--- config.mk ---
export PLATFORM = sky130hd
export DESIGN_NAME = ctrl_i2c_regbank
export DESIGN_NICKNAME = d
export VERILOG_FILES = /design/src/rtl/ctrl_i2c_pkg.sv /design/src/rtl/i2c_line_sync.sv /design/src/rtl/i2c_target_fsm.sv /design/src/rtl/cfg_reg_bank.sv /design/src/rtl/ctrl_i2c_regbank.sv
export SDC_FILE = /design/constraint.sdc
export NUM_CORES = 1
export LEC_CHECK = 0
export ABC_AREA = 1
export BUFFER_PORTS_ARGS = -buffer_cell sky130_fd_sc_hd__buf_2
export CAP_MARGIN = 20
export CELL_PAD_IN_SITES_DETAIL_PLACEMENT = 1
export CELL_PAD_IN_SITES_GLOBAL_PLACEMENT = 2
export CORE_MARGIN = 4
export CORE_UTILIZATION = 35
export CTS_BUF_LIST = sky130_fd_sc_hd__clkbuf_4
export DETAILED_ROUTE_END_ITERATION = 6
export PLACE_DENSITY_LB_ADDON = 0.1
export SETUP_SLACK_MARGIN = 0.3
export SYNTH_ARGS = -nofsm -noshare
export SYNTH_HDL_FRONTEND = slang
export SYNTH_SLANG_ARGS = --single-unit
--- constraint.sdc ---
create_clock -name clk -period 1.7 [get_ports clk]
set_input_delay 0.17 -clock clk [delete_from_list [all_inputs] [get_ports clk]]
set_output_delay 0.17 -clock clk [all_outputs]
set_load 0.1 [all_outputs]
--- src/rtl/ctrl_i2c_pkg.sv ---
package ctrl_i2c_pkg;
    localparam int REG_W    = 8;
    localparam int NUM_REGS = 10;
    localparam int PTR_W    = 4;
    localparam logic [7:0] CHIP_ADDR = 8'h80;
    // Slots that accept no data (subaddresses 7 and 8)
    localparam logic [NUM_REGS-1:0] RSVD_MASK = 10'b01_1000_0000;

    typedef enum logic [2:0] {
        ST_IDLE,
        ST_ADDR,
        ST_SUB,
        ST_DATA,
        ST_SKIP
    } tgt_state_e;

    function automatic logic [7:0] reg_default(input int idx);
        case (idx)
            0:       return 8'h3F;
            1:       return 8'h3F;
            3:       return 8'h07;
            4:       return 8'h0F;
            5:       return 8'h7F;
            6:       return 8'h7F;
            9:       return 8'h03;
            default: return 8'h00;
        endcase
    endfunction
endpackage

--- src/rtl/i2c_line_sync.sv ---
module i2c_line_sync #(
    parameter int STAGES = 2
) (
    input  logic clk,
    input  logic rst_n,
    input  logic scl_i,
    input  logic sda_i,
    output logic sda_o,
    output logic scl_rise_o,
    output logic scl_fall_o,
    output logic start_o,
    output logic stop_o
);
    logic [STAGES-1:0] scl_q, sda_q;
    logic scl_prev, sda_prev;
    logic scl_s, sda_s;

    always_ff @(posedge clk or negedge rst_n) begin
        if (!rst_n) begin
            scl_q    <= '1;
            sda_q    <= '1;
            scl_prev <= 1'b1;
            sda_prev <= 1'b1;
        end else begin
            scl_q    <= {scl_q[STAGES-2:0], scl_i};
            sda_q    <= {sda_q[STAGES-2:0], sda_i};
            scl_prev <= scl_s;
            sda_prev <= sda_s;
        end
    end

    assign scl_s      = scl_q[STAGES-1];
    assign sda_s      = sda_q[STAGES-1];
    assign sda_o      = sda_s;
    assign scl_rise_o = scl_s & ~scl_prev;
    assign scl_fall_o = ~scl_s & scl_prev;
    // SDA edges while SCL stays high are bus conditions
    assign start_o    = scl_s & scl_prev & sda_prev & ~sda_s;
    assign stop_o     = scl_s & scl_prev & ~sda_prev & sda_s;
endmodule

--- src/rtl/i2c_target_fsm.sv ---
module i2c_target_fsm
    import ctrl_i2c_pkg::*;
#(
    parameter logic [7:0] ADDR = 8'h80,
    parameter int PW = 4,
    parameter int DW = 8
) (
    input  logic          clk,
    input  logic          rst_n,
    input  logic          scl_rise_i,
    input  logic          scl_fall_i,
    input  logic          start_i,
    input  logic          stop_i,
    input  logic          sda_bit_i,
    output logic          sda_pull_n_o,
    output logic          wr_req_o,
    output logic [PW-1:0] wr_ptr_o,
    output logic [DW-1:0] wr_data_o
);
    tgt_state_e state, nxt;
    logic [3:0]    bit_cnt;
    logic [DW-1:0] shreg;
    logic          byte_full, in_ack, auto_inc;
    logic [PW-1:0] ptr;
    logic          receiving, byte_end, addr_hit;

    assign receiving = (state == ST_ADDR) || (state == ST_SUB) || (state == ST_DATA);
    assign byte_end  = scl_fall_i && byte_full;
    assign addr_hit  = (shreg == ADDR);

    always_comb begin
        nxt = state;
        if (start_i)
            nxt = ST_ADDR;
        else if (stop_i)
            nxt = ST_IDLE;
        else if (byte_end) begin
            unique case (state)
                ST_ADDR: nxt = addr_hit ? ST_SUB : ST_SKIP;
                ST_SUB:  nxt = ST_DATA;
                ST_IDLE, ST_DATA, ST_SKIP: nxt = state;
            endcase
        end
    end

    always_ff @(posedge clk or negedge rst_n) begin
        if (!rst_n) state <= ST_IDLE;
        else        state <= nxt;
    end

    always_ff @(posedge clk or negedge rst_n) begin
        if (!rst_n) begin
            bit_cnt      <= '0;
            shreg        <= '0;
            byte_full    <= 1'b0;
            in_ack       <= 1'b0;
            auto_inc     <= 1'b0;
            ptr          <= '0;
            sda_pull_n_o <= 1'b1;
            wr_req_o     <= 1'b0;
            wr_ptr_o     <= '0;
            wr_data_o    <= '0;
        end else begin
            wr_req_o <= 1'b0;
            if (start_i || stop_i) begin
                bit_cnt      <= '0;
                byte_full    <= 1'b0;
                in_ack       <= 1'b0;
                sda_pull_n_o <= 1'b1;
            end else if (receiving) begin
                if (scl_rise_i && !byte_full && !in_ack) begin
                    shreg <= {shreg[DW-2:0], sda_bit_i};
                    if (bit_cnt == 4'(DW - 1)) begin
                        byte_full <= 1'b1;
                        bit_cnt   <= '0;
                    end else begin
                        bit_cnt <= bit_cnt + 4'd1;
                    end
                end
                if (scl_fall_i) begin
                    if (byte_full) begin
                        byte_full    <= 1'b0;
                        in_ack       <= 1'b1;
                        sda_pull_n_o <= (state == ST_ADDR) ? !addr_hit : 1'b0;
                        if (state == ST_SUB) begin
                            ptr      <= shreg[PW-1:0];
                            auto_inc <= shreg[DW-1];
                        end
                        if (state == ST_DATA) begin
                            wr_req_o  <= 1'b1;
                            wr_ptr_o  <= ptr;
                            wr_data_o <= shreg;
                            if (auto_inc) ptr <= ptr + 1'b1;
                        end
                    end else if (in_ack) begin
                        in_ack       <= 1'b0;
                        sda_pull_n_o <= 1'b1;
                    end
                end
            end
        end
    end
endmodule

--- src/rtl/cfg_reg_bank.sv ---
module cfg_reg_bank
    import ctrl_i2c_pkg::*;
#(
    parameter int NR = 10,
    parameter int DW = 8,
    parameter int PW = 4,
    parameter logic [NR-1:0] RSVD = '0
) (
    input  logic             clk,
    input  logic             rst_n,
    input  logic             wr_req_i,
    input  logic [PW-1:0]    wr_ptr_i,
    input  logic [DW-1:0]    wr_data_i,
    output logic [NR*DW-1:0] regs_o,
    output logic             wr_stb_o,
    output logic [PW-1:0]    wr_idx_o
);
    logic [NR-1:0] hit_v;

    for (genvar g = 0; g < NR; g++) begin : g_slot
        if (RSVD[g]) begin : g_rsvd
            assign hit_v[g] = 1'b0;
            assign regs_o[g*DW +: DW] = '0;
        end else begin : g_reg
            logic [DW-1:0] val;
            assign hit_v[g] = (wr_ptr_i == PW'(g));
            always_ff @(posedge clk or negedge rst_n) begin
                if (!rst_n)
                    val <= DW'(reg_default(g));
                else if (wr_req_i && hit_v[g])
                    val <= wr_data_i;
            end
            assign regs_o[g*DW +: DW] = val;
        end
    end

    always_ff @(posedge clk or negedge rst_n) begin
        if (!rst_n) begin
            wr_stb_o <= 1'b0;
            wr_idx_o <= '0;
        end else begin
            wr_stb_o <= wr_req_i && (|hit_v);
            if (wr_req_i && (|hit_v)) wr_idx_o <= wr_ptr_i;
        end
    end
endmodule

--- src/rtl/ctrl_i2c_regbank.sv ---
module ctrl_i2c_regbank
    import ctrl_i2c_pkg::*;
#(
    parameter logic [7:0] ADDR = CHIP_ADDR,
    parameter int SYNC_STAGES  = 2,
    parameter int NR           = NUM_REGS,
    parameter int DW           = REG_W,
    parameter int PW           = PTR_W,
    parameter logic [NR-1:0] RSVD = RSVD_MASK
) (
    input  logic             clk,
    input  logic             rst_n,
    input  logic             scl_i,
    input  logic             sda_i,
    output logic             sda_pull_n_o,
    output logic [NR*DW-1:0] regs_o,
    output logic             wr_stb_o,
    output logic [PW-1:0]    wr_idx_o
);
    logic sda_bit, scl_rise, scl_fall, start_ev, stop_ev;
    logic          wr_req;
    logic [PW-1:0] wr_ptr;
    logic [DW-1:0] wr_data;

    i2c_line_sync #(.STAGES(SYNC_STAGES)) u_sync (
        .clk(clk), .rst_n(rst_n), .scl_i(scl_i), .sda_i(sda_i),
        .sda_o(sda_bit), .scl_rise_o(scl_rise), .scl_fall_o(scl_fall),
        .start_o(start_ev), .stop_o(stop_ev)
    );

    i2c_target_fsm #(.ADDR(ADDR), .PW(PW), .DW(DW)) u_fsm (
        .clk(clk), .rst_n(rst_n), .scl_rise_i(scl_rise), .scl_fall_i(scl_fall),
        .start_i(start_ev), .stop_i(stop_ev), .sda_bit_i(sda_bit),
        .sda_pull_n_o(sda_pull_n_o), .wr_req_o(wr_req),
        .wr_ptr_o(wr_ptr), .wr_data_o(wr_data)
    );

    cfg_reg_bank #(.NR(NR), .DW(DW), .PW(PW), .RSVD(RSVD)) u_bank (
        .clk(clk), .rst_n(rst_n), .wr_req_i(wr_req), .wr_ptr_i(wr_ptr),
        .wr_data_i(wr_data), .regs_o(regs_o), .wr_stb_o(wr_stb_o),
        .wr_idx_o(wr_idx_o)
    );
endmodule

==> out/results.tsv, run 1 <==
metric	value	unit
cell family with most CP delay	flip-flops	
period utilization	0.8465	
crit path DAT	1.81	ns
Core Rows	41	
final instance area	6551	µm²
Die H	122.9	µm
area grow syn2layout	41.90	%
dpl hpwl	8066	µm
CP max FO	8	
Clock power frac	0.288	
RePlAce Congestion	0.7481	
port bufs	73	
kind of critical path	flop to flop	
P_leak	2.953	nW
DRT iter0 DRCs	241	
met1 global-route usage	0.2173	
commonest non-fill, non-tap cell in the layout	nand2_1	
Yosys reg bits	111	
Worst Path Required	2.08	ns
combinational power share	0.156	
peak supply drop	0.0006832	V
DR WL/cell	16.53	µm
CP max stage cell	dfstp_2	
clk root buf	clkbuf_4	
post-synth top area share	0.3740	
Die ar.	15090	µm²
busiest grt layer	met2	
DRT antenna net count	0	
Hold Path Class	input port to asynchronous set/reset pin	
Ant. Diodes	0	
DRC violations left	0	
placed inst area	5154	µm²
Hold Fails Final Rpt	0	
CTS clk-pin slew, worst paths	0.16	ns
TritonCTS clock tree	yes	
total gr overflow	0	
Detailed Routing Iterations Pass 1	4	
cell area after synthesis	4617	µm²
fin crit period	1.439	ns
Final TNS setup	0	ns
cell-internal power	3.657	mW
Gate Count Post-Synth	487	
Startpoint Class	flop	
crit-path cells	inv_2, nor2_4, nand2_2, or2_4, buf_12, nand2_4, o21ai_4	
register-to-register setup slack	0.26	ns
Net Sw Power	1.584	mW
Max Clock Skew	0.01350	ns
most frequent cells in the layout	nand2_1, dfrtp_1, o21ai_0, dfstp_2, buf_4	
GRT Total Usage	0.1729	
number of CTS-inserted buffers	9	
CTS H-tree depth	3	
sequential share of power	0.556	
sw frac	0.3022	
Seq/Total Area, Yosys	0.6130	
clock sink total	111	
Largest stage delay, worst path	0.59	ns
routed wire length	12880	µm
Synth area leaders	dfrtp_1, dfstp_2, nand2_1	
Yosys top cell by area	dfrtp_1	
vias in the first global route	3719	
Pwr per Cell Area	800.0	nW/µm²
antenna violations before repair	0	
Vias	3685	
Max-Cap Viols	0	
Worst-Skew Late Latency	0.47	ns
GR Util met3	0.02581	
M2 GR Usage	0.3027	
CP endpoint kind	flop	
Max Root-Sink Buffers	2	
Die X	122.9	µm
first-pass GRT wire length	19940	µm
WP buf/inv	2	
Cell variety after synth	28	
status	complete, no violations	
Yosys warning total	0	
Max Fclk	694.9	MHz
Layout Nets	608	
I/O pins	90	
Setup violations, final	0	
Initial Utilization	0.3614	
RSZ-0062 raised after global routing	yes	
max-slew violation count	0	
vias per cell	4.730	
share of layout cells above drive strength 1	0.3855	
Core Region	12770	µm²
largest net degree at the start of global routing	62	
synthesized area per cell	9.480	µm²
==> stage by stage <==
stage               power (mW)  std cells  hold slack [ns]  setup WS (ns)    util
detailed placement       3.611        726           0.2011        0.09528  0.4035
global placement         3.592        726           0.1985         0.1484  0.4035
floorplan                3.446        502          -0.1256         0.2960       -
CTS                      5.235        758           0.2081         0.2051  0.4809
global route             5.535        779           0.2475         0.1900  0.5129
finish                   5.241        779           0.2351         0.2610  0.5129
==> cell usage after synthesis <==
cell type and count:
ha_1 2, conb_1 1, clkbuf_1 1, nand3b_1 1, nand2_2 1, a21oi_1 6
xnor2_1 1, nor3_1 1, o21ai_2 11, nor2_4 1, o21ai_0 78, buf_2 10
nand3_2 1, dfrtp_1 69, buf_6 3, xor2_1 2, o21ai_1 3, nor2_1 20
nand2_1 148, nor2_2 3, inv_1 36, or2_1 1, nand3_1 21, nand4_1 4
inv_2 1, buf_4 17, dfstp_2 42, nor3_2 2
==> flip-flops by register name (all words and copies together), names as in the netlist, 2 cells and up <==
| register | count |
|---|---|
| u_bank.g_slot.g_reg.val | 64 |
| u_fsm.shreg | 8 |
| u_fsm.wr_data_o | 8 |
| u_bank.wr_idx_o | 4 |
| u_fsm.bit_cnt | 4 |
| u_fsm.ptr | 4 |
| u_fsm.wr_ptr_o | 4 |
| u_fsm.state | 3 |
| u_sync.scl_q | 2 |
| u_sync.sda_q | 2 |
==> metal layers <==
metal,vias up,part of all wire
li1,1767,-
met1,1827,0.43
met2,74,0.52
met3,17,0.033
met4,0,0.018
met5,-,0
==> worst paths after layout <==
| check | startpoint | endpoint | cells after the start |
|---|---|---|---|
| max | u_sync.scl_prev$_DFF_PN1_ | u_fsm.wr_data_o[1]$_DFFE_PN0P_ | 7 |
| min | rst_n | u_bank.g_slot[1].g_reg.val[7]$_DFFE_PN0P_ | 3 |
| max reg2reg | u_sync.scl_prev$_DFF_PN1_ | u_fsm.wr_data_o[1]$_DFFE_PN0P_ | 7 |
| min reg2reg | u_sync.sda_q[0]$_DFF_PN1_ | u_sync.sda_q[1]$_DFF_PN1_ | 0 |
| max in group asynchronous | rst_n | u_sync.sda_prev$_DFF_PN1_ | 3 |
| min in group clk | scl_i | u_sync.scl_q[0]$_DFF_PN1_ | 2 |
==> cells by family after synthesis <==
family | synth area share
flops | 0.6130
compound gates | 0.1152
other cells | 0.0008122
simple gates | 0.1832
xor+xnor | 0.005692
fa+ha+maj | 0.005419
buf+inv | 0.07669
==> layout make-up <==
type	instances	area, µm²
multi-input cells	326	1694
inverters	37	138.9
clock buffers	12	90.09
well taps	172	215.2
repair buffers	117	1506
clock inverters	4	70.07
flip-flops and latches	111	2836
fillers	1402	6222
==> tightest hold or removal path: cells and delay by family <==
kind | cells | cell delay (ns)
buffers and inverters | 3 | 0.93
==> timing repair <==
item	in CTS	in global routing
pin swaps	4	10
hold buffers	3	0
resized for setup	204	87
endpoints found under the hold margin	113	0
setup buffers	10	16
setup endpoints to repair	137	140
cloned	3	5
==> power by group through the flow <==
| stage | clock network (mW) | registers (mW) | logic (mW) |
|---|---|---|---|
| 2_1_floorplan | 0 | 2.98 | 0.462 |
| 3_3_place_gp | 0 | 2.94 | 0.656 |
| 3_5_place_dp | 0 | 2.94 | 0.670 |
| 4_1_cts | 1.56 | 2.91 | 0.773 |
| 5_1_grt | 1.69 | 2.94 | 0.910 |
| 6_report | 1.51 | 2.91 | 0.817 |
(Power assumes the default switching activity.)
==> inputs of run 2 (changes only) <==
==> constraint.sdc (replaced) <==
create_clock -name clk -period 1.5 [get_ports clk]
set_input_delay 0.15 -clock clk [delete_from_list [all_inputs] [get_ports clk]]
set_output_delay 0.15 -clock clk [all_outputs]
set_load 0.1 [all_outputs]
==> out/results.tsv, run 2 (synthesis results as in run 1) <==
metric	value	unit
status	complete, but fails checks	
failing checks	negative setup slack	
max-slew violation count	0	
CP max stage cell	dfstp_2	
Max Fclk	661.8	MHz
vias per cell	5.109	
Worst-Skew Late Latency	0.54	ns
Setup violations, final	5	
kind of critical path	flop to output pin	
TritonCTS clock tree	yes	
fin crit period	1.511	ns
Layout Cells excl Fill	842	
CP max FO	2	
register-to-register setup slack	0	ns
GRT Total Usage	0.2194	
Vias	4302	
Max-Cap Viols	0	
CP endpoint kind	output pin	
DR WL/cell	24.32	µm
Max Root-Sink Buffers	2	
first-pass GRT wire length	24970	µm
clk root buf	clkbuf_4	
WP buf/inv	1	
DRT antenna net count	0	
number of CTS-inserted buffers	9	
Startpoint Class	flop	
Core Rows	41	
Top Registers	u_bank.g_slot.g_reg.val (64), u_fsm.shreg (8), u_fsm.wr_data_o (8)	
slew margin rel.	0.5004	
port bufs	73	
Ant. Diodes	0	
Die ar.	15090	µm²
peak supply drop	0.0008054	V
Hold Path Class	input port to asynchronous set/reset pin	
total gr overflow	0	
Max Clock Skew	0.03040	ns
clock sink total	111	
Die X	122.9	µm
fin util	0.6597	
DRC violations left	0	
Initial Utilization	0.3614	
cell family with most CP delay	flip-flops	
reg2reg start	u_sync.scl_prev$_DFF_PN1_	
DRT iter0 DRCs	192	
dpl cells	733	
most frequent cells in the layout	buf_12, o21ai_2, dfrtp_1, nand2_2, buf_4	
antenna violations before repair	0	
Core Region	12770	µm²
Die H	122.9	µm
vias in the first global route	4402	
crit-path cells	buf_12	
share of layout cells above drive strength 1	0.6896	
dpl hpwl	8252	µm
crit path DAT	1.36	ns
Pwr per Cell Area	705.9	nW/µm²
CTS clk-pin slew, worst paths	0.21	ns
Setup WS post-layout	-0.01108	ns
Hold Fails Final Rpt	0	
Top reg by flops	u_bank.g_slot.g_reg.val	
Worst Path Required	1.35	ns
Critical path origin	u_bank.g_slot[0].g_reg.val[4]$_DFFE_PN1P_	
area grow syn2layout	82.52	%
largest net degree at the start of global routing	47	
Detailed Routing Iterations Pass 1	4	
I/O pins	90	
Worst Max-Slew Pin Slew	0.7486	ns
RePlAce Congestion	0.7486	
P_leak	3.610	nW
CTS H-tree depth	3	
Largest stage delay, worst path	0.63	ns
routed wire length	20480	µm
Layout Nets	671	
period utilization	1.007	
commonest non-fill, non-tap cell in the layout	buf_12	
RSZ-0062 raised after global routing	yes	
max FFs per register	64	
-- run 2: cell types whose count changed in the layout (fill, tap and decap cells not counted), moves of 12 or more --
cell	delta
buf_4	+12
nand2_2	+39
o21ai_2	+49
nand2_4	+34
buf_12	+41
o21ai_0	-56
nand2_1	-77
-- run 2: metal layers --
| metal | vias to the layer above | wire (µm) | global-route usage |
|---|---|---|---|
| met4 | 0 | 704 | 0.05808 |
| li1 | 1913 | - | - |
| met2 | 116 | 11070 | 0.4045 |
| met5 | - | 0 | 0 |
| met3 | 49 | 884 | 0.05622 |
| met1 | 2224 | 7824 | 0.2508 |
-- run 2: what timing repair did --
| item | 4_1_cts | 5_1_grt |
|---|---|---|
| resized for setup | 484 | 214 |
| hold buffers | 3 | 0 |
| cloned | 9 | 4 |
| setup buffers | 37 | 40 |
| hold endpoints to repair | 78 | 0 |
| endpoints found under the setup margin | 174 | 175 |
| pin swaps | 23 | 40 |
-- run 2: layout make-up --
class | instances | area [µm²]
fillers | 1255 | 4347
flip-flops and latches | 111 | 2844
multi-input cells | 328 | 2549
repair buffers | 178 | 2549
well taps | 172 | 215.2
inverters | 37 | 147.6
clock buffers | 9 | 67.56
clock inverters | 7 | 55.05
-- run 2: final timing paths --
kind,endpoint,cells after the start
min reg2reg,u_sync.scl_q[1]$_DFF_PN1_,0
min,u_bank.g_slot[4].g_reg.val[5]$_DFFE_PN0P_,2
max reg2reg,u_fsm.wr_data_o[1]$_DFFE_PN0P_,7
max,regs_o[4],1
min in group clk,u_sync.sda_q[0]$_DFF_PN1_,2
max in group asynchronous,u_fsm.sda_pull_n_o$_DFFE_PN1P_,3
-- run 2: stage by stage --
step,power [mW],hold slack (ns),area (µm²),TNS (ns),worst slack (ns)
3_5_place_dp,4.112,0.08171,5210,-0.06216,-0.03017
3_3_place_gp,4.100,0.08061,5210,0,0.003146
2_1_floorplan,3.920,-0.1456,4706,0,0.09600
6_report,5.949,0.07192,8427,-0.02260,-0.01108
4_1_cts,5.825,0.05006,7358,0,0.02710
5_1_grt,6.218,0.06435,8427,-1.567,-0.06273
-- run 2: where the power goes --
| part | switching, mW | internal (mW) |
|---|---|---|
| combinational | 0.761 | 0.363 |
| clock | 1.15 | 0.366 |
| sequential | 0.157 | 3.15 |
| total | 2.07 | 3.88 |
